<file path="config.mk">
export PLATFORM = sky130hd
export DESIGN_NAME = dacpair_tx
export DESIGN_NICKNAME = d
export VERILOG_FILES = /design/src/rtl/dacpair_pkg.sv /design/src/rtl/dacpair_rate.sv /design/src/rtl/dacpair_shifter.sv /design/src/rtl/dacpair_ctrl.sv /design/src/rtl/dacpair_tx.sv
export SDC_FILE = /design/constraint.sdc
export NUM_CORES = 1
export LEC_CHECK = 0
export BUFFER_PORTS_ARGS = -buffer_cell sky130_fd_sc_hd__buf_4
export CAP_MARGIN = 20
export CORE_MARGIN = 3
export CORE_UTILIZATION = 55
export CTS_BUF_LIST = sky130_fd_sc_hd__clkbuf_16
export DETAILED_ROUTE_END_ITERATION = 10
export PLACE_DENSITY_LB_ADDON = 0.12
export SLEW_MARGIN = 20
export SYNTH_ARGS = -nofsm -noshare
export SYNTH_HDL_FRONTEND = slang
export SYNTH_SLANG_ARGS = --single-unit
</file>
<file path="constraint.sdc">
create_clock -name clk -period 3.3 [get_ports clk]
set_input_delay 0.165 -clock clk [delete_from_list [all_inputs] [get_ports clk]]
set_output_delay 0.165 -clock clk [all_outputs]
set_load 0.02 [all_outputs]
</file>
<file path="src/rtl/dacpair_pkg.sv">
package dacpair_pkg;

    typedef enum logic [2:0] {
        ST_IDLE,
        ST_SELECT,
        ST_HIGH,
        ST_LOW,
        ST_TAIL
    } dac_state_t;

    localparam int DEV_COUNT = 2;

endpackage

</file>
<file path="src/rtl/dacpair_rate.sv">
module dacpair_rate #(
    parameter int DIV = 4
) (
    input  logic clk,
    input  logic rst_n,
    input  logic clr,
    output logic tick
);
    localparam int CW = (DIV > 1) ? $clog2(DIV) : 1;
    localparam logic [CW-1:0] LAST = CW'(DIV - 1);

    logic [CW-1:0] cnt_q;

    always_ff @(posedge clk) begin
        if (!rst_n || clr) begin
            cnt_q <= '0;
        end else if (cnt_q == LAST) begin
            cnt_q <= '0;
        end else begin
            cnt_q <= cnt_q + 1'b1;
        end
    end

    assign tick = !clr && (cnt_q == LAST);

    AST_TICK_SPACED: assert property (@(posedge clk) disable iff (!rst_n)
        tick |=> !tick);

endmodule

</file>
<file path="src/rtl/dacpair_shifter.sv">
module dacpair_shifter #(
    parameter int IN_W   = 16,
    parameter int VAL_W  = 10,
    parameter int FILL_W = 4,
    parameter int PAD_W  = 2
) (
    input  logic            clk,
    input  logic            rst_n,
    input  logic            load,
    input  logic            shift,
    input  logic [IN_W-1:0] x_in,
    input  logic [IN_W-1:0] y_in,
    output logic            msb
);
    import dacpair_pkg::*;

    localparam int WORD_W  = FILL_W + VAL_W + PAD_W;
    localparam int FRAME_W = WORD_W * DEV_COUNT;

    logic [VAL_W-1:0]   dev_val [DEV_COUNT];
    logic [FRAME_W-1:0] frame;
    logic [FRAME_W-1:0] shreg_q;

    // device 0 (X) goes out first, so it occupies the top word
    assign dev_val[0] = x_in[VAL_W-1:0];
    assign dev_val[1] = y_in[VAL_W-1:0];

    for (genvar d = 0; d < DEV_COUNT; d++) begin : g_word
        assign frame[FRAME_W-1-d*WORD_W -: WORD_W] =
            {{FILL_W{1'b0}}, dev_val[d], {PAD_W{1'b0}}};
    end

    always_ff @(posedge clk) begin
        if (!rst_n) begin
            shreg_q <= '0;
        end else if (load) begin
            shreg_q <= frame;
        end else if (shift) begin
            shreg_q <= {shreg_q[FRAME_W-2:0], 1'b0};
        end
    end

    assign msb = shreg_q[FRAME_W-1];

    AST_LOAD_SHIFT_EXCL: assert property (@(posedge clk) disable iff (!rst_n)
        !(load && shift));

endmodule

</file>
<file path="src/rtl/dacpair_ctrl.sv">
module dacpair_ctrl #(
    parameter int FRAME_W = 32
) (
    input  logic clk,
    input  logic rst_n,
    input  logic start,
    input  logic tick,
    input  logic bit_msb,
    output logic load,
    output logic shift,
    output logic cnt_clr,
    output logic cs_n,
    output logic sclk,
    output logic sdo,
    output logic busy,
    output logic done
);
    import dacpair_pkg::*;

    localparam int BW = $clog2(FRAME_W);
    localparam logic [BW-1:0] LAST_BIT = BW'(FRAME_W - 1);

    dac_state_t state_q, state_d;
    logic [BW-1:0] bitcnt_q;
    logic          sdo_q;
    logic          done_q;
    logic          last_bit;

    assign last_bit = (bitcnt_q == LAST_BIT);

    // next state
    always_comb begin
        state_d = state_q;
        unique case (state_q)
            ST_IDLE:   if (start) state_d = ST_SELECT;
            ST_SELECT: if (tick)  state_d = ST_HIGH;
            ST_HIGH:   if (tick)  state_d = last_bit ? ST_TAIL : ST_LOW;
            ST_LOW:    if (tick)  state_d = ST_HIGH;
            ST_TAIL:   if (tick)  state_d = ST_IDLE;
            default:              state_d = ST_IDLE;
        endcase
    end

    // state register
    always_ff @(posedge clk) begin
        if (!rst_n) state_q <= ST_IDLE;
        else        state_q <= state_d;
    end

    assign load    = (state_q == ST_IDLE) && start;
    assign shift   = (state_q == ST_HIGH) && tick && !last_bit;
    assign cnt_clr = (state_q == ST_IDLE);

    always_ff @(posedge clk) begin
        if (!rst_n)     bitcnt_q <= '0;
        else if (load)  bitcnt_q <= '0;
        else if (shift) bitcnt_q <= bitcnt_q + 1'b1;
    end

    // data register: updated only while SCLK is low, one cycle after a shift
    always_ff @(posedge clk) begin
        if (!rst_n) begin
            sdo_q  <= 1'b0;
            done_q <= 1'b0;
        end else begin
            done_q <= (state_q == ST_TAIL) && tick;
            unique case (state_q)
                ST_SELECT, ST_LOW: sdo_q <= bit_msb;
                ST_HIGH:           sdo_q <= sdo_q;
                ST_IDLE, ST_TAIL:  sdo_q <= 1'b0;
                default:           sdo_q <= 1'b0;
            endcase
        end
    end

    // outputs
    always_comb begin
        cs_n = (state_q == ST_IDLE);
        sclk = (state_q == ST_HIGH);
        busy = (state_q != ST_IDLE);
        sdo  = sdo_q;
        done = done_q;
    end

    AST_CS_EDGE_SCLK_LOW: assert property (@(posedge clk) disable iff (!rst_n)
        ($rose(cs_n) || $fell(cs_n)) |-> (!sclk && !$past(sclk)));
    AST_SDO_STABLE_HIGH: assert property (@(posedge clk) disable iff (!rst_n)
        (sclk && $past(sclk)) |-> $stable(sdo));
    AST_SDO_LOW_AT_RELEASE: assert property (@(posedge clk) disable iff (!rst_n)
        $rose(cs_n) |-> !$past(sdo));
    AST_DONE_SINGLE: assert property (@(posedge clk) disable iff (!rst_n)
        done |=> !done);
    AST_DONE_WITH_RELEASE: assert property (@(posedge clk) disable iff (!rst_n)
        done |-> (cs_n && $past(!cs_n)));
    AST_START_IGNORED_BUSY: assert property (@(posedge clk) disable iff (!rst_n)
        (busy && start) |-> !load);

endmodule

</file>
<file path="src/rtl/dacpair_tx.sv">
module dacpair_tx #(
    parameter int DIV    = 4,
    parameter int IN_W   = 16,
    parameter int VAL_W  = 10,
    parameter int FILL_W = 4,
    parameter int PAD_W  = 2
) (
    input  logic            clk,
    input  logic            rst_n,
    input  logic            start,
    input  logic [IN_W-1:0] x_in,
    input  logic [IN_W-1:0] y_in,
    output logic            cs_n,
    output logic            sclk,
    output logic            sdo,
    output logic            busy,
    output logic            done
);
    import dacpair_pkg::*;

    localparam int FRAME_W = (FILL_W + VAL_W + PAD_W) * DEV_COUNT;

    logic tick, load, shift, cnt_clr, bit_msb;

    dacpair_rate #(.DIV(DIV)) u_rate (
        .clk   (clk),
        .rst_n (rst_n),
        .clr   (cnt_clr),
        .tick  (tick)
    );

    dacpair_shifter #(
        .IN_W(IN_W), .VAL_W(VAL_W), .FILL_W(FILL_W), .PAD_W(PAD_W)
    ) u_shifter (
        .clk   (clk),
        .rst_n (rst_n),
        .load  (load),
        .shift (shift),
        .x_in  (x_in),
        .y_in  (y_in),
        .msb   (bit_msb)
    );

    dacpair_ctrl #(.FRAME_W(FRAME_W)) u_ctrl (
        .clk     (clk),
        .rst_n   (rst_n),
        .start   (start),
        .tick    (tick),
        .bit_msb (bit_msb),
        .load    (load),
        .shift   (shift),
        .cnt_clr (cnt_clr),
        .cs_n    (cs_n),
        .sclk    (sclk),
        .sdo     (sdo),
        .busy    (busy),
        .done    (done)
    );

endmodule

</file>
==> run metrics, run 1 <==
WL met3 156 um; H-tree levels 2; Synth area leaders dfxtp_1, a32oi_1, o22ai_1; Final Hold Fails 0; residual DRC count 0; fin crit period 2.24 ns; DP HPWL 2440 um; vias per cell 6.12; # diodes 0; routed wire length 3850 um; initial antenna violation count 0; CTS Buffer Depth 2; First-pass DRT Iterations 4; crit-path cells or3b_1, inv_1, buf_4, a32oi_1, o22ai_1; Worst path slowest cell or3b_1; commonest non-fill, non-tap cells in the layout dfxtp_1, buf_4, nand2_1; CP Max Fanout 19; core footprint 3080 um2; post-synth top area share 47.2%; Num Clock Sinks 42; Final period util 67.9%; drt first-iter violations 154; Hold WS 0.177 ns; Pwr Density 506 nW/um2; Post-synth EDFFs 0; Worst Setup SP u_ctrl.state_q[1]$_SDFFE_PN0P_; NumNets Final 257; Synth Flop Type dfxtp_1; die height 62.9 um; fill count 262; final slew viol count 0; CP Launch Type flop; GP Congestion 0.727; Tot GR Track Use 21.0%; full die area 3960 um2; Worst-path clk slew 0.05 ns; setup TNS 0 ns; RSZ-0062 raised after global routing no; final clock skew 0.00467 ns; Num CTS Buffers 5; reg-to-reg startpoint u_ctrl.state_q[1]$_SDFFE_PN0P_; fraction of registers with async set/reset 0%; DR WL met2 1980 um; TritonCTS clock tree built; Ports 40; Critical Path AT 2.44 ns; post-CTS setup repair buffer count 0; Final setup violation count 0; upper clock frequency limit 0.446 GHz; Yosys warnings 0; Worst Min Path Start y_in[6]; first-pass GRT wire length 6640 um; worst min path class in2reg; share of cells above drive strength 1 18.3%; number of port buffers 27; WL per Instance 14.7 um; CP Class reg2reg; Clock Latency Late Sink 0.28 ns; vias in the first global route 1,502; max-cap viol count 0; Detail Route Antenna Nets 0; Worst path top cell family by delay buffers and inverters; register bit count reported by yosys 42; commonest non-fill, non-tap cell in the layout dfxtp_1; WP data required 3.50 ns; synth unique cells 33; Initial Utilization 57.9%; largest stage delay on the critical path 0.62 ns; Syn Nets 242; top sig layer met4; Max-Slew Margin vs Limit 55.6%; Lkg Pwr 0.747 nW; Vias 1,604; Synth area leader dfxtp_1; average cell area after synthesis 8.74 um2; post-CTS sizing 0; Final Util 68.5%; Peak supply drop 294 uV; hold_buf cts 0; Synth-to-Final Area Change 18.2%; Syn Inst Count 204; CP Buf/Inv Count 2; post-synth design cell area 1780 um2; crit end category flop; post-synthesis sequential area ratio 47.2%; DIE WIDTH 62.9 um; # rows 20; status completed; met1 wire length 1670 um; Slew @ Worst Pin 0.666 ns; GRT Residual Overflow 0; pin count of the biggest net entering global routing 27; Clk Tree Root Cell clkbuf_16
[worst register-to-register path, cell delays in order (launching register included)]
cell and delay, ns:
dfxtp_1 0.49, or3b_1 0.62, inv_1 0.42, buf_4 0.31
a32oi_1 0.15, o22ai_1 0.17
[registers in the layout, summed over array words and instances (netlist names)]
signal,cells
u_ctrl.bitcnt_q,5
u_ctrl.done,1
u_ctrl.sdo,1
u_ctrl.state_q,3
u_rate.cnt_q,2
u_shifter.shreg_q,30
[metal layers]
layer / vias to the layer above / track usage, %
li1: 797 / -
met1: 766 / 25.1
met2: 36 / 35.2
met3: 5 / 7.19
met4: 0 / 6.61
met5: - / 0
[final cells by class]
class	count	area (um2)	area share, %
clock buffer	5	125	5.93
clock inverter	1	3.75	0.178
inverter	4	15.0	0.712
multi-input combinational	135	836	39.6
sequential	42	841	39.9
tap	44	55.1	2.61
timing repair buffer	31	233	11.0
[metrics by stage]
| step | cells | cell area (um2) | worst slack (ns) | power (W) |
|---|---|---|---|---|
| finish | 262 | 2110 | 1.06 | 0.00107 |
| global route | 262 | 2110 | 0.868 | 0.00111 |
| floorplan | 204 | 1780 | 1.43 | 0.000601 |
| CTS | 262 | 2110 | 1.08 | 0.00107 |
| global placement | 256 | 1980 | 1.15 | 0.000633 |
| detailed placement | 256 | 1980 | 1.11 | 0.000636 |
[cell families (layout without fill, tap and decap cells)]
| logic type | after synthesis | after routing | synth area share [%] |
|---|---|---|---|
| AND/OR/NAND/NOR | 58 | 58 | 17.1 |
| flip-flops | 42 | 42 | 47.2 |
| adder cells (fa/ha/maj) | 3 | 3 | 2.11 |
| buffers and inverters | 27 | 41 | 6.74 |
| AO/OA/AOI/OAI | 74 | 74 | 26.9 |
[worst paths after layout]
kind                                              to  cells past startpoint  slack [ns]
setup / recovery  u_shifter.shreg_q[11]$_SDFFE_PN0P_                      5        1.06
hold reg to reg           u_rate.cnt_q[0]$_SDFF_PP0_                      1        0.44
hold / removal     u_shifter.shreg_q[8]$_SDFFE_PN0P_                      3        0.18
setup reg to reg  u_shifter.shreg_q[11]$_SDFFE_PN0P_                      5        1.06
[synthesized netlist by cell type (2+ instances only)]
library cell,n
a21oi_1,16
inv_1,4
nor3_1,2
o21ai_0,14
ha_1,3
a32oi_1,19
nand2_1,22
or4_1,2
buf_2,5
o22ai_1,19
nor4b_1,2
nand2b_1,4
nand3b_1,2
a211oi_1,2
clkbuf_1,15
nand3_1,14
dfxtp_1,42
o31ai_1,2
[power by group]
| group | internal, W | total, W | switching (W) | leakage, nW |
|---|---|---|---|---|
| Sequential | 0.000527 | 0.000538 | 0.0000118 | 0.342 |
| Combinational | 0.0000421 | 0.0000880 | 0.0000459 | 0.342 |
| Clock | 0.000268 | 0.000441 | 0.000173 | 0.0632 |
(Power assumes the default switching activity.)
==> inputs of run 2 (changes only) <==
- CORE_UTILIZATION: 55 -> 53
- clock period: 3.3 -> 2.3 ns (I/O delays scaled with it)
==> run 2 against run 1 <==
Global-route usage grew 0.68 points. Maximum frequency rose by 15%. Non-clock buffer count is 2 higher. Sequential share of layout area down 0.90 points. Clock power is 47% higher. Die area up 3.4%. Critical path depth is 1 higher. First-iteration DRC count down 16%. Combinational power grew 44%. Flip-flop and latch count unchanged. Sequential power rose by 44%.
==> run metrics, run 2 (synthesis results as in run 1) <==
Final period util 85.1%; commonest non-fill, non-tap cell in the layout dfxtp_1; Synth-to-Final Area Change 21.0%; R2R Path End u_ctrl.bitcnt_q[3]$_SDFFE_PP0P_; share of cells above drive strength 1 19.4%; full die area 4100 um2; Critical Path AT 2.16 ns; vias in the first global route 1,555; fill count 254; commonest non-fill, non-tap cells in the layout dfxtp_1, buf_4, nand2_1; status completed; crit-path cells ha_1, and3_1, ha_1, nand2b_1, or4_1, a21oi_1; registers with the most flip-flops u_shifter.shreg_q (30), u_ctrl.bitcnt_q (5), u_ctrl.state_q (3); post-placement cell count 258; Worst-path clk slew 0.06 ns; largest stage delay on the critical path 0.51 ns; WP data required 2.50 ns; # diodes 0; residual DRC count 0; Lkg Pwr 0.770 nW; post-CTS sizing 0; die height 64 um; Max-Slew Margin vs Limit 56.7%; RSZ-0062 raised after global routing no; # rows 20; R2R depth 6; hold_buf cts 0; CP Buf/Inv Count 0; Final setup violation count 0; TritonCTS clock tree built; Worst path slowest cell or4_1; NumNets Final 259; worst hold path endpoint u_shifter.shreg_q[8]$_SDFFE_PN0P_; Largest register FFs 30; Num Clock Sinks 42; final cell count without fillers 266; CTS Buffer Depth 2; Worst path top cell family by delay simple AND/OR/NAND/NOR gates; crit end category flop; GP Congestion 0.777; Initial Utilization 57.0%; post-CTS setup repair buffer count 0; routed wire length 4020 um; most used cell along the critical path ha_1; Peak supply drop 546 uV; Clock Latency Late Sink 0.28 ns; setup TNS 0 ns; Seq. cell area 841 um2; hold path depth 3; Final Hold Fails 0; GRT Residual Overflow 0; Detail Route Antenna Nets 0; Top reg by flops u_shifter.shreg_q; pin count of the biggest net entering global routing 27; vias per cell 6.15; initial antenna violation count 0; DIE WIDTH 64 um; drt first-iter violations 130; CP Launch Type flop; Clk Tree Root Cell clkbuf_16; final slew viol count 0; Tot GR Track Use 21.7%; CP Class reg2reg; upper clock frequency limit 0.511 GHz; DP HPWL 2680 um; Pwr Density 718 nW/um2; max-cap viol count 0; Num CTS Buffers 5; Worst R2R Setup Slack 0.34 ns; Slew @ Worst Pin 0.649 ns; final clock skew 0.00461 ns; worst min path class in2reg; Vias 1,637; reg-to-reg startpoint u_ctrl.bitcnt_q[0]$_SDFFE_PP0P_; Ports 40; Worst Min Path Start y_in[6]; H-tree levels 2; CP Max Fanout 8; first-pass GRT wire length 7060 um; Tot Pwr 0.00155 W; First-pass DRT Iterations 4; area of the multi-input gates 836 um2; WL per Instance 15.1 um; core footprint 3130 um2; fin crit period 1.96 ns; number of port buffers 27
-- run 2: final cells by class --
cell class	count	area share, %
flip-flops and latches	42	39.0
clock buffers	5	5.80
multi-input cells	135	38.7
repair buffers	33	12.6
inverters	4	0.696
clock inverters	3	0.580
well taps	44	2.55
-- run 2: worst min-delay path: cells and delay by family --
kind                   cells  cell delay, ns
buffers and inverters      1            0.07
AOI/OAI and AO/OA          2            0.17
-- run 2: layer usage --
metal,wire length [um],GRT usage [%]
met1,1680,27.6
met2,2040,35.9
met3,226,5.62
met4,66,6.47
met5,0,0
-- run 2: worst max path at each step --
| stage | start | cells past startpoint | endpoint |
|---|---|---|---|
| final | u_ctrl.bitcnt_q[0]$_SDFFE_PP0P_ | 6 | u_ctrl.bitcnt_q[3]$_SDFFE_PP0P_ |
| after global routing | u_ctrl.bitcnt_q[0]$_SDFFE_PP0P_ | 6 | u_ctrl.bitcnt_q[3]$_SDFFE_PP0P_ |
| after CTS | u_ctrl.bitcnt_q[0]$_SDFFE_PP0P_ | 6 | u_ctrl.bitcnt_q[3]$_SDFFE_PP0P_ |
| after detailed placement | u_ctrl.bitcnt_q[0]$_SDFFE_PP0P_ | 6 | u_ctrl.bitcnt_q[3]$_SDFFE_PP0P_ |
| after global placement | u_ctrl.bitcnt_q[0]$_SDFFE_PP0P_ | 6 | u_ctrl.bitcnt_q[3]$_SDFFE_PP0P_ |
| after floorplan | u_ctrl.bitcnt_q[0]$_SDFFE_PP0P_ | 7 | u_shifter.shreg_q[2]$_SDFFE_PN0P_ |
-- run 2: report_power, final --
group	switching [W]	total, W	internal (W)
Combinational	0.0000665	0.000127	0.0000608
Sequential	0.0000184	0.000774	0.000755
Clock	0.000257	0.000649	0.000392
Total	0.000342	0.00155	0.00121
-- run 2: through the flow --
step,cell area (um2),worst slack [ns],util [%],hold WS (ns)
3_5_place_dp,2020,0.350,64.6,0.415
3_3_place_gp,2020,0.416,64.6,0.406
2_1_floorplan,1780,0.426,-,0.258
6_report,2160,0.343,69.0,0.134
5_1_grt,2160,0.197,69.0,0.144
4_1_cts,2160,0.334,69.0,0.129
